==> src/rtl/bus_turnaround_pkg.sv <==
package bus_turnaround_pkg;

    localparam int FLOAT_W = 4;
    localparam int CYC_W   = 4;
    localparam int SUM_W   = ((FLOAT_W > CYC_W) ? FLOAT_W : CYC_W) + 1;

    typedef logic [FLOAT_W-1:0] float_t;
    typedef logic [CYC_W-1:0]   cyc_t;

    typedef struct packed {
        float_t float_cnt;
        logic   opt_en;
        cyc_t   rd_hold;
        cyc_t   wr_setup;
    } cs_cfg_t;

    typedef enum logic {
        ACC_WRITE = 1'b0,
        ACC_READ  = 1'b1
    } acc_kind_t;

    // Float time not absorbed by a given number of overlapping cycles.
    function automatic float_t uncovered(input float_t fl, input cyc_t cyc);
        logic [SUM_W-1:0] a;
        logic [SUM_W-1:0] b;
        a = SUM_W'(fl);
        b = SUM_W'(cyc);
        return (a > b) ? FLOAT_W'(a - b) : '0;
    endfunction

    function automatic logic exceeds(input float_t fl, input cyc_t cyc);
        return SUM_W'(fl) > SUM_W'(cyc);
    endfunction

endpackage

==> src/rtl/bus_turnaround_cfg_bank.sv <==
module bus_turnaround_cfg_bank
    import bus_turnaround_pkg::*;
#(
    parameter int NUM_CS = 8,
    localparam int CS_W  = (NUM_CS > 1) ? $clog2(NUM_CS) : 1
) (
    input  logic [NUM_CS*FLOAT_W-1:0] cfg_float,
    input  logic [NUM_CS-1:0]         cfg_opt_en,
    input  logic [NUM_CS*CYC_W-1:0]   cfg_rd_hold,
    input  logic [NUM_CS*CYC_W-1:0]   cfg_wr_setup,
    input  logic [CS_W-1:0]           sel_rd,
    input  logic [CS_W-1:0]           sel_req,
    output cs_cfg_t                   rd_cfg,
    output cs_cfg_t                   req_cfg
);

    cs_cfg_t bank [NUM_CS];

    for (genvar i = 0; i < NUM_CS; i++) begin : g_unpack
        assign bank[i].float_cnt = cfg_float[i*FLOAT_W +: FLOAT_W];
        assign bank[i].opt_en    = cfg_opt_en[i];
        assign bank[i].rd_hold   = cfg_rd_hold[i*CYC_W +: CYC_W];
        assign bank[i].wr_setup  = cfg_wr_setup[i*CYC_W +: CYC_W];
    end

    always_comb begin
        rd_cfg  = bank[0];
        req_cfg = bank[0];
        for (int k = 0; k < NUM_CS; k++) begin
            if (CS_W'(k) == sel_rd)  rd_cfg  = bank[k];
            if (CS_W'(k) == sel_req) req_cfg = bank[k];
        end
    end

endmodule

==> src/rtl/bus_turnaround_tracker.sv <==
module bus_turnaround_tracker
    import bus_turnaround_pkg::*;
#(
    parameter int CS_W = 3
) (
    input  logic            clk,
    input  logic            rst,
    input  logic            accept,
    input  logic [CS_W-1:0] req_cs,
    input  logic            req_is_write,
    input  logic            acc_end,
    input  cs_cfg_t         cur_cfg,
    output logic [CS_W-1:0] cur_cs,
    output acc_kind_t       cur_kind,
    output float_t          float_cnt,
    output logic [CS_W-1:0] last_rd_cs,
    output logic            last_rd_opt,
    output logic            turn_pend
);

    logic read_done;
    assign read_done = acc_end && (cur_kind == ACC_READ);

    always_ff @(posedge clk) begin
        if (rst) begin
            cur_cs      <= '0;
            cur_kind    <= ACC_WRITE;
            float_cnt   <= '0;
            last_rd_cs  <= '0;
            last_rd_opt <= 1'b0;
            turn_pend   <= 1'b0;
        end else begin
            turn_pend <= 1'b0;
            if (read_done) begin
                float_cnt   <= uncovered(cur_cfg.float_cnt, cur_cfg.rd_hold);
                last_rd_cs  <= cur_cs;
                last_rd_opt <= cur_cfg.opt_en;
                turn_pend   <= 1'b1;
            end else if (float_cnt != '0) begin
                float_cnt <= float_cnt - 1'b1;
            end
            if (accept) begin
                cur_cs   <= req_cs;
                cur_kind <= req_is_write ? ACC_WRITE : ACC_READ;
            end
        end
    end

endmodule

==> src/rtl/bus_turnaround_judge.sv <==
module bus_turnaround_judge
    import bus_turnaround_pkg::*;
#(
    parameter int CS_W = 3
) (
    input  logic            req_valid,
    input  logic [CS_W-1:0] req_cs,
    input  logic            req_is_write,
    input  float_t          float_cnt,
    input  logic [CS_W-1:0] last_rd_cs,
    input  logic            last_rd_opt,
    input  logic            turn_pend,
    input  cyc_t            next_setup,
    output logic            start_ok
);

    logic applies;
    cyc_t credit;
    logic float_stall;
    logic turn_stall;

    always_comb begin
        applies     = (float_cnt != '0) && (req_is_write || (req_cs != last_rd_cs));
        credit      = (last_rd_opt && req_is_write) ? next_setup : '0;
        float_stall = applies && exceeds(float_cnt, credit);
        turn_stall  = turn_pend && req_is_write;
        start_ok    = !(req_valid && (float_stall || turn_stall));
    end

endmodule

==> src/rtl/bus_turnaround_gate.sv <==
module bus_turnaround_gate
    import bus_turnaround_pkg::*;
#(
    parameter int NUM_CS = 8,
    localparam int CS_W  = (NUM_CS > 1) ? $clog2(NUM_CS) : 1
) (
    input  logic                      clk,
    input  logic                      rst,
    input  logic                      req_valid,
    input  logic [CS_W-1:0]           req_cs,
    input  logic                      req_is_write,
    input  logic                      acc_end,
    input  logic [NUM_CS*FLOAT_W-1:0] cfg_float,
    input  logic [NUM_CS-1:0]         cfg_opt_en,
    input  logic [NUM_CS*CYC_W-1:0]   cfg_rd_hold,
    input  logic [NUM_CS*CYC_W-1:0]   cfg_wr_setup,
    output logic                      start_ok
);

    cs_cfg_t         cur_cfg;
    cs_cfg_t         req_cfg;
    logic [CS_W-1:0] cur_cs;
    acc_kind_t       cur_kind;
    float_t          float_cnt;
    logic [CS_W-1:0] last_rd_cs;
    logic            last_rd_opt;
    logic            turn_pend;
    logic            accept;
    logic            cur_is_read;
    float_t          sel_float;

    assign accept      = req_valid && start_ok;
    assign cur_is_read = (cur_kind == ACC_READ);
    assign sel_float   = cur_cfg.float_cnt;

    bus_turnaround_cfg_bank #(.NUM_CS(NUM_CS)) u_cfg (
        .cfg_float    (cfg_float),
        .cfg_opt_en   (cfg_opt_en),
        .cfg_rd_hold  (cfg_rd_hold),
        .cfg_wr_setup (cfg_wr_setup),
        .sel_rd       (cur_cs),
        .sel_req      (req_cs),
        .rd_cfg       (cur_cfg),
        .req_cfg      (req_cfg)
    );

    bus_turnaround_tracker #(.CS_W(CS_W)) u_track (
        .clk          (clk),
        .rst          (rst),
        .accept       (accept),
        .req_cs       (req_cs),
        .req_is_write (req_is_write),
        .acc_end      (acc_end),
        .cur_cfg      (cur_cfg),
        .cur_cs       (cur_cs),
        .cur_kind     (cur_kind),
        .float_cnt    (float_cnt),
        .last_rd_cs   (last_rd_cs),
        .last_rd_opt  (last_rd_opt),
        .turn_pend    (turn_pend)
    );

    bus_turnaround_judge #(.CS_W(CS_W)) u_judge (
        .req_valid    (req_valid),
        .req_cs       (req_cs),
        .req_is_write (req_is_write),
        .float_cnt    (float_cnt),
        .last_rd_cs   (last_rd_cs),
        .last_rd_opt  (last_rd_opt),
        .turn_pend    (turn_pend),
        .next_setup   (req_cfg.wr_setup),
        .start_ok     (start_ok)
    );

endmodule

==> config.mk <==
export PLATFORM = sky130hd
export DESIGN_NAME = bus_turnaround_gate
export DESIGN_NICKNAME = d
export VERILOG_FILES = /design/src/rtl/bus_turnaround_pkg.sv /design/src/rtl/bus_turnaround_cfg_bank.sv /design/src/rtl/bus_turnaround_tracker.sv /design/src/rtl/bus_turnaround_judge.sv /design/src/rtl/bus_turnaround_gate.sv
export SDC_FILE = /design/constraint.sdc
export NUM_CORES = 1
export LEC_CHECK = 0
export ABC_CLOCK_PERIOD_IN_PS = 9400
export CORE_ASPECT_RATIO = 0.7
export CORE_MARGIN = 3
export CORE_UTILIZATION = 41
export DETAILED_ROUTE_END_ITERATION = 8
export GPL_ROUTABILITY_DRIVEN = 0
export GPL_TIMING_DRIVEN = 0
export PLACE_DENSITY = 0.86
export SLEW_MARGIN = 10
export SYNTH_ARGS = -nofsm -noshare
export SYNTH_HDL_FRONTEND = slang
export SYNTH_SLANG_ARGS = --single-unit
export TNS_END_PERCENT = 20
==> constraint.sdc <==
create_clock -name clk -period 9.4 [get_ports clk]
set_input_delay 2.35 -clock clk [delete_from_list [all_inputs] [get_ports clk]]
set_output_delay 2.35 -clock clk [all_outputs]
set_load 0.02 [all_outputs]
# Word level (Yosys, flattened, before mapping)
# Index checks and enable logic that the tools add are counted.
[totals] ff_bits=13 latch_bits=0 ramBits=0 rom_bits=0 in_bits=112 out_inout_bits=1 wordCells=57 memories=0
[op_classes] n_addsub=2 n_mul=0 div_mod_pow=0 n_lt_le_gt_ge=2 n_eq_ne=15 shift=0 mux=20 n_bitwise=0 n_reduce_logical=12
[ops] operator="2-to-1 mux 13 bit" count=7
[ops] operator="2-to-1 mux 4 bit" count=11
[ops] operator="== test 3 bit, first input constant" count=8
[ops] operator="== test 2 x 3 -> 1 bit, first input constant" count=4
[ops] operator="> comparator 4 bit" count=2
[ops] operator="logical AND 1 bit" count=7
[ops] operator="== test 1 x 3 -> 1 bit, first input constant" count=2
[ops] operator="nonzero test 4 bit" count=1
[ops] operator="subtractor 4 x 1 -> 4 bit, second input constant" count=1
[ops] operator="subtractor 4 bit" count=1
[ops] operator="inequality test 3 bit" count=1
[ops] operator="logical OR 1 bit" count=2
[ops] operator="2-to-1 mux 1 bit" count=2
[ops] operator="nonzero test 2 bit" count=1
[ops] operator="zero test 1 bit" count=1

# Longest topological paths before layout
[logic_depth] word_depth=15 mapped_depth=15 ltp_nobuf=13

# Hierarchy
# A second synthesis with hierarchy kept.
[hier_totals] hier_cells=349 hier_area_um2=2857.7
[by_module_without_submodules] module="bus_turnaround_cfg_bank" n_inst=1 cells_per_inst=243 area_each_um2=1993.2 seq_area_each_um2=0.0
[by_module_without_submodules] module="bus_turnaround_tracker" n_inst=1 cells_per_inst=82 area_each_um2=698.2 seq_area_each_um2=260.2
[by_module_without_submodules] module="bus_turnaround_judge" n_inst=1 cells_per_inst=23 area_each_um2=160.2 seq_area_each_um2=0.0
[by_module_without_submodules] module="bus_turnaround_gate" n_inst=1 cells_per_inst=1 area_each_um2=6.3 seq_area_each_um2=0.0

# Worst setup path after synthesis
# OpenSTA, ideal clock, no wires.
[synth_path] path_kind="input to output" startpoint="input port req_cs[0]" endpoint="output port start_ok" arrival_time_ps=4381 t_required_ps=7050 path_slack_ps=2669 stages=10 path_buffers=2 cell_sequence="buf_2 > buf_2 > mux4_2 > o21ai_1 > nand3_1 > ha_1 > a41oi_1 > o41ai_4 > o21ai_1 > nand2_1"
[synth_between] elab_chain_len=14 word_cells_on_any_way=23 cone_classes="order compare (1); eq/ne (8); mux (8); reduce/logical (6)"
[synth_lines] item="start: declaration" line="bus_turnaround_gate.sv:10" text="input logic [CS_W-1:0] req_cs,"
[synth_lines] item="== test 1 x 3 -> 1 bit" line="bus_turnaround_cfg_bank.sv:31" text="if (CS_W'(k) == sel_req) req_cfg = bank[k];"
[synth_lines] item="2-to-1 mux 4 bit (7 in a row)" line="bus_turnaround_cfg_bank.sv:31"
[synth_lines] item="2-to-1 mux 4 bit" line="bus_turnaround_judge.sv:24" text="credit = (last_rd_opt && req_is_write) ? next_setup : '0;"
[synth_lines] item="> comparator 4 bit" line="bus_turnaround_pkg.sv:32" text="return SUM_W'(fl) > SUM_W'(cyc);"
[synth_lines] item="logical AND 1 bit *" line="bus_turnaround_judge.sv:25" text="float_stall = applies && exceeds(float_cnt, credit);"
[synth_lines] item="logical OR 1 bit *" line="bus_turnaround_judge.sv:27" text="start_ok = !(req_valid && (float_stall || turn_stall));"
[synth_lines] item="logical AND 1 bit *" line="bus_turnaround_judge.sv:27"
[synth_lines] item="zero test 1 bit *" line="bus_turnaround_judge.sv:27"
[synth_lines] item="end: declaration" line="bus_turnaround_gate.sv:17" text="output logic start_ok"
# Mark *: on every way between the ends. The rest lies on a longest branch, timed or not.

# Final worst setup path
[layout_path] startpoint="input port cfg_wr_setup[7]" endpoint="output port start_ok"
[layout_between] elab_chain_len=13
[layout_lines] item="start: declaration" line="bus_turnaround_gate.sv:16" text="input logic [NUM_CS*CYC_W-1:0] cfg_wr_setup,"
[layout_lines] item="2-to-1 mux 4 bit (7 in a row)" line="bus_turnaround_cfg_bank.sv:31"
[layout_lines] item="2-to-1 mux 4 bit" line="bus_turnaround_judge.sv:24"
[layout_lines] item="> comparator 4 bit" line="bus_turnaround_pkg.sv:32"
[layout_lines] item="logical AND 1 bit" line="bus_turnaround_judge.sv:25"
[layout_lines] item="logical OR 1 bit" line="bus_turnaround_judge.sv:27"
[layout_lines] item="logical AND 1 bit" line="bus_turnaround_judge.sv:27"
[layout_lines] item="zero test 1 bit" line="bus_turnaround_judge.sv:27"
# No other way between the ends.

==> flow_metrics.tcl <==
set metrics [dict create \
    status "complete, no violations" \
    dominantRegCellSynth "dfxtp_1" \
    setup.worst_path.end_class "primary output" \
    grt_pass1_wl_um 9120 \
    r2r-start "u_track.cur_cs[0]$_SDFFE_PP0P_" \
    start_util_pct 44.4 \
    cts-resized-gates 0 \
    maxSlewViolCount 0 \
    routed_wl_um 5790 \
    ant_nets 0 \
    whs_ps 478 \
    r2r_slack_ps 6450 \
    finalCritPeriodShare_pct 80.3 \
    synth_nets 323 \
    netlist_top_cells_area "mux4_2 22%, dfxtp_1 14%, mux2i_1 8.8%, ha_1 6.9%, nand2_1 4.8%" \
    numPortBuffers 109 \
    ff2ff_path_depth 14 \
    grt_max_degree 11 \
    hold_path_class "reg2reg" \
    io_pins 113 \
    synth_top_area_cell "mux4_2" \
    drcViolationCount 0 \
    crit_chain "clkdlybuf4s50_1 > mux2i_1 > mux4_2 > o21ai_1 > nand3_1 > ha_1 > a41oi_1 > o41ai_4 > o21ai_1 > nand2_1 > clkdlybuf4s50_1" \
    clk_latency_ps 250 \
    criticalPathCategory "in2out" \
    fin_crit_ps 7550 \
    fmax_ghz 0.133 \
    yosys_warnings 0 \
    synth_edf_count 0 \
    wl_per_cell_um 15.9 \
    die_w_um 85.5 \
    syn_area_um2 1810 \
    syn_avg_cell_area_um2 9.07 \
    nets 437 \
    setup_viol 0 \
    cts_root_buf "clkbuf_8" \
    hold_viol 0 \
    postCtsHoldBufs 0 \
    cts_setup_buffers 0 \
    cp.arrival_ps 5200 \
    relSlewSlack_pct 62.3 \
    synthTopCellsByCount "23 x nand2_1, 18 x mux4_2, 16 x mux2i_1, 14 x a21oi_1, 13 x dfxtp_1" \
    ir_drop_mv 0.138 \
    grt.total_usage_pct 22.3 \
    setup_ws_ps 1850 \
    core-area_um2 4090 \
    placementRows 19 \
    cts_tree "built" \
    drt-pass1-iter-count 4 \
    synth_seq_cells 13 \
    cts.clk_slew.worst_paths_ps 60 \
    area_delta_synth_final_pct 66.2 \
    cp_max_fo 4 \
    cts_made_buffers 3 \
    leakagePower_nw 1.16 \
    cts_sinks 13 \
    diodes 0 \
    critPathMaxStageDelay_ps 550 \
    synth_most_common_cell "nand2_1" \
    maxCapViolCount 0 \
    fin_tns_setup_ps 0 \
    via_count 1977 \
    cts_max_level 1 \
    dp_slack_ps 1890 \
    rsz0062_at_grt "false" \
    yosysTopAreaCellShare_pct 22.3 \
    grt_antenna_before_repair 0 \
    holdPathEnd "u_track.last_rd_cs[1]$_SDFFE_PP0P_" \
    dpl.hpwl_um 5130 \
    r2r-end "u_track.float_cnt[1]$_SDFFE_PP0P_" \
    synthArstFlopShare_pct 0 \
    worst_setup_path_start_kind "primary input" \
    holdPathStages 2 \
    placed_cell_area_um2 2970 \
    fp.dieH_um 61.7 \
    synth.distinct_cells 46 \
    worst_pin_slew_ps 566 \
    cp.required_ps 7050 \
    ctsLongestPathBuffers 2 \
    worstHoldStart "u_track.last_rd_cs[1]$_SDFFE_PP0P_" \
    via_per_inst 5.42 \
    final_area_um2 3020 \
    drtIter0Drc 113 \
    pwr_density_cell_nw_per_um2 163 \
    layout-drive-gt1-share_pct 12.5 \
    grt_overflow 0 \
    slowest_stage "clkdlybuf4s50_1" \
    ys_seq_area_share_pct 14.3 \
    grt_pass1_vias 1876 \
    finClkSkew_ps 1.60 \
    design.die.area_um2 5270 \
    syn_inst 200 \
]
[critical path: cells and delay by family]
kind	cells	cell delay (ps)
mux	2	510
fa+ha+maj	1	310
buf+inv	2	1040
simple gates	2	190
compound gates	4	790
[flip-flops by register name (all words and copies together), names as in the netlist]
name	flops
u_track.float_cnt	4
u_track.cur_cs	3
u_track.last_rd_cs	3
u_track.last_rd_opt	1
u_track.turn_pend	1
u_track.cur_kind	1
[placed cells by master (no fill, tap or decap), types with 7 or more instances in the layout]
master,instances
a21oi_1,14
clkdlybuf4s50_1,109
dfxtp_1,13
ha_1,10
mux2i_1,16
mux4_2,18
nand2_1,23
nand2b_1,8
nand3_1,7
nor2_1,12
[report_power, final]
| part | switching, mW | internal, mW | total [mW] |
|---|---|---|---|
| combinational | 0.170 | 0.186 | 0.356 |
| clock | 0.0217 | 0.0300 | 0.0517 |
| sequential | 0.0144 | 0.0704 | 0.0848 |
| total | 0.206 | 0.286 | 0.492 |
[area by class of cell]
cell class	instances	area (µm²)
multi-input combinational	165	1440
timing repair buffer	109	1090
fill	329	1070
sequential	13	260
buffer	14	82.6
tap	52	65.1
clock buffer	4	45.0
inverter	8	30.0
[worst max path at each step]
stage	startpoint	to	slack [ps]	depth (start not counted)
floorplan	req_cs[0]	start_ok	2670	10
global placement	cfg_wr_setup[3]	start_ok	1890	11
detailed placement	cfg_wr_setup[7]	start_ok	1890	11
CTS	cfg_wr_setup[7]	start_ok	1850	11
global route	cfg_wr_setup[3]	start_ok	1680	11
finish	cfg_wr_setup[7]	start_ok	1850	11
[stage by stage]
step	util, %	power [mW]	instances
floorplan	-	0.335	200
global placement	72.6	0.431	361
detailed placement	72.6	0.441	361
CTS	73.7	0.493	365
global route	73.7	0.534	365
finish	73.7	0.492	365
[logic make-up (layout without fill, tap and decap cells)]
logic type / count (synthesis) / after routing / share of synthesized area (%)
and+or+nand+nor: 64 / 64 / 17.1
adders and majority gates: 11 / 11 / 8.00
xor gates and xnor gates: 8 / 8 / 4.28
buffers and inverters: 22 / 135 / 6.21
AOI/OAI and AO/OA: 46 / 46 / 17.7
muxes: 36 / 36 / 32.4
DFF: 13 / 13 / 14.3
[layer usage]
metal | vias to the layer above | track usage (%) | part of all wire [%]
li1 | 983 | - | -
met1 | 944 | 33.3 | 48
met3 | 2 | 4.14 | 4.4
met4 | 0 | 0.677 | 0.10
met5 | - | 0 | 0
met2 | 48 | 35.6 | 47
No activity file was read; power rests on OpenSTA's default activity.
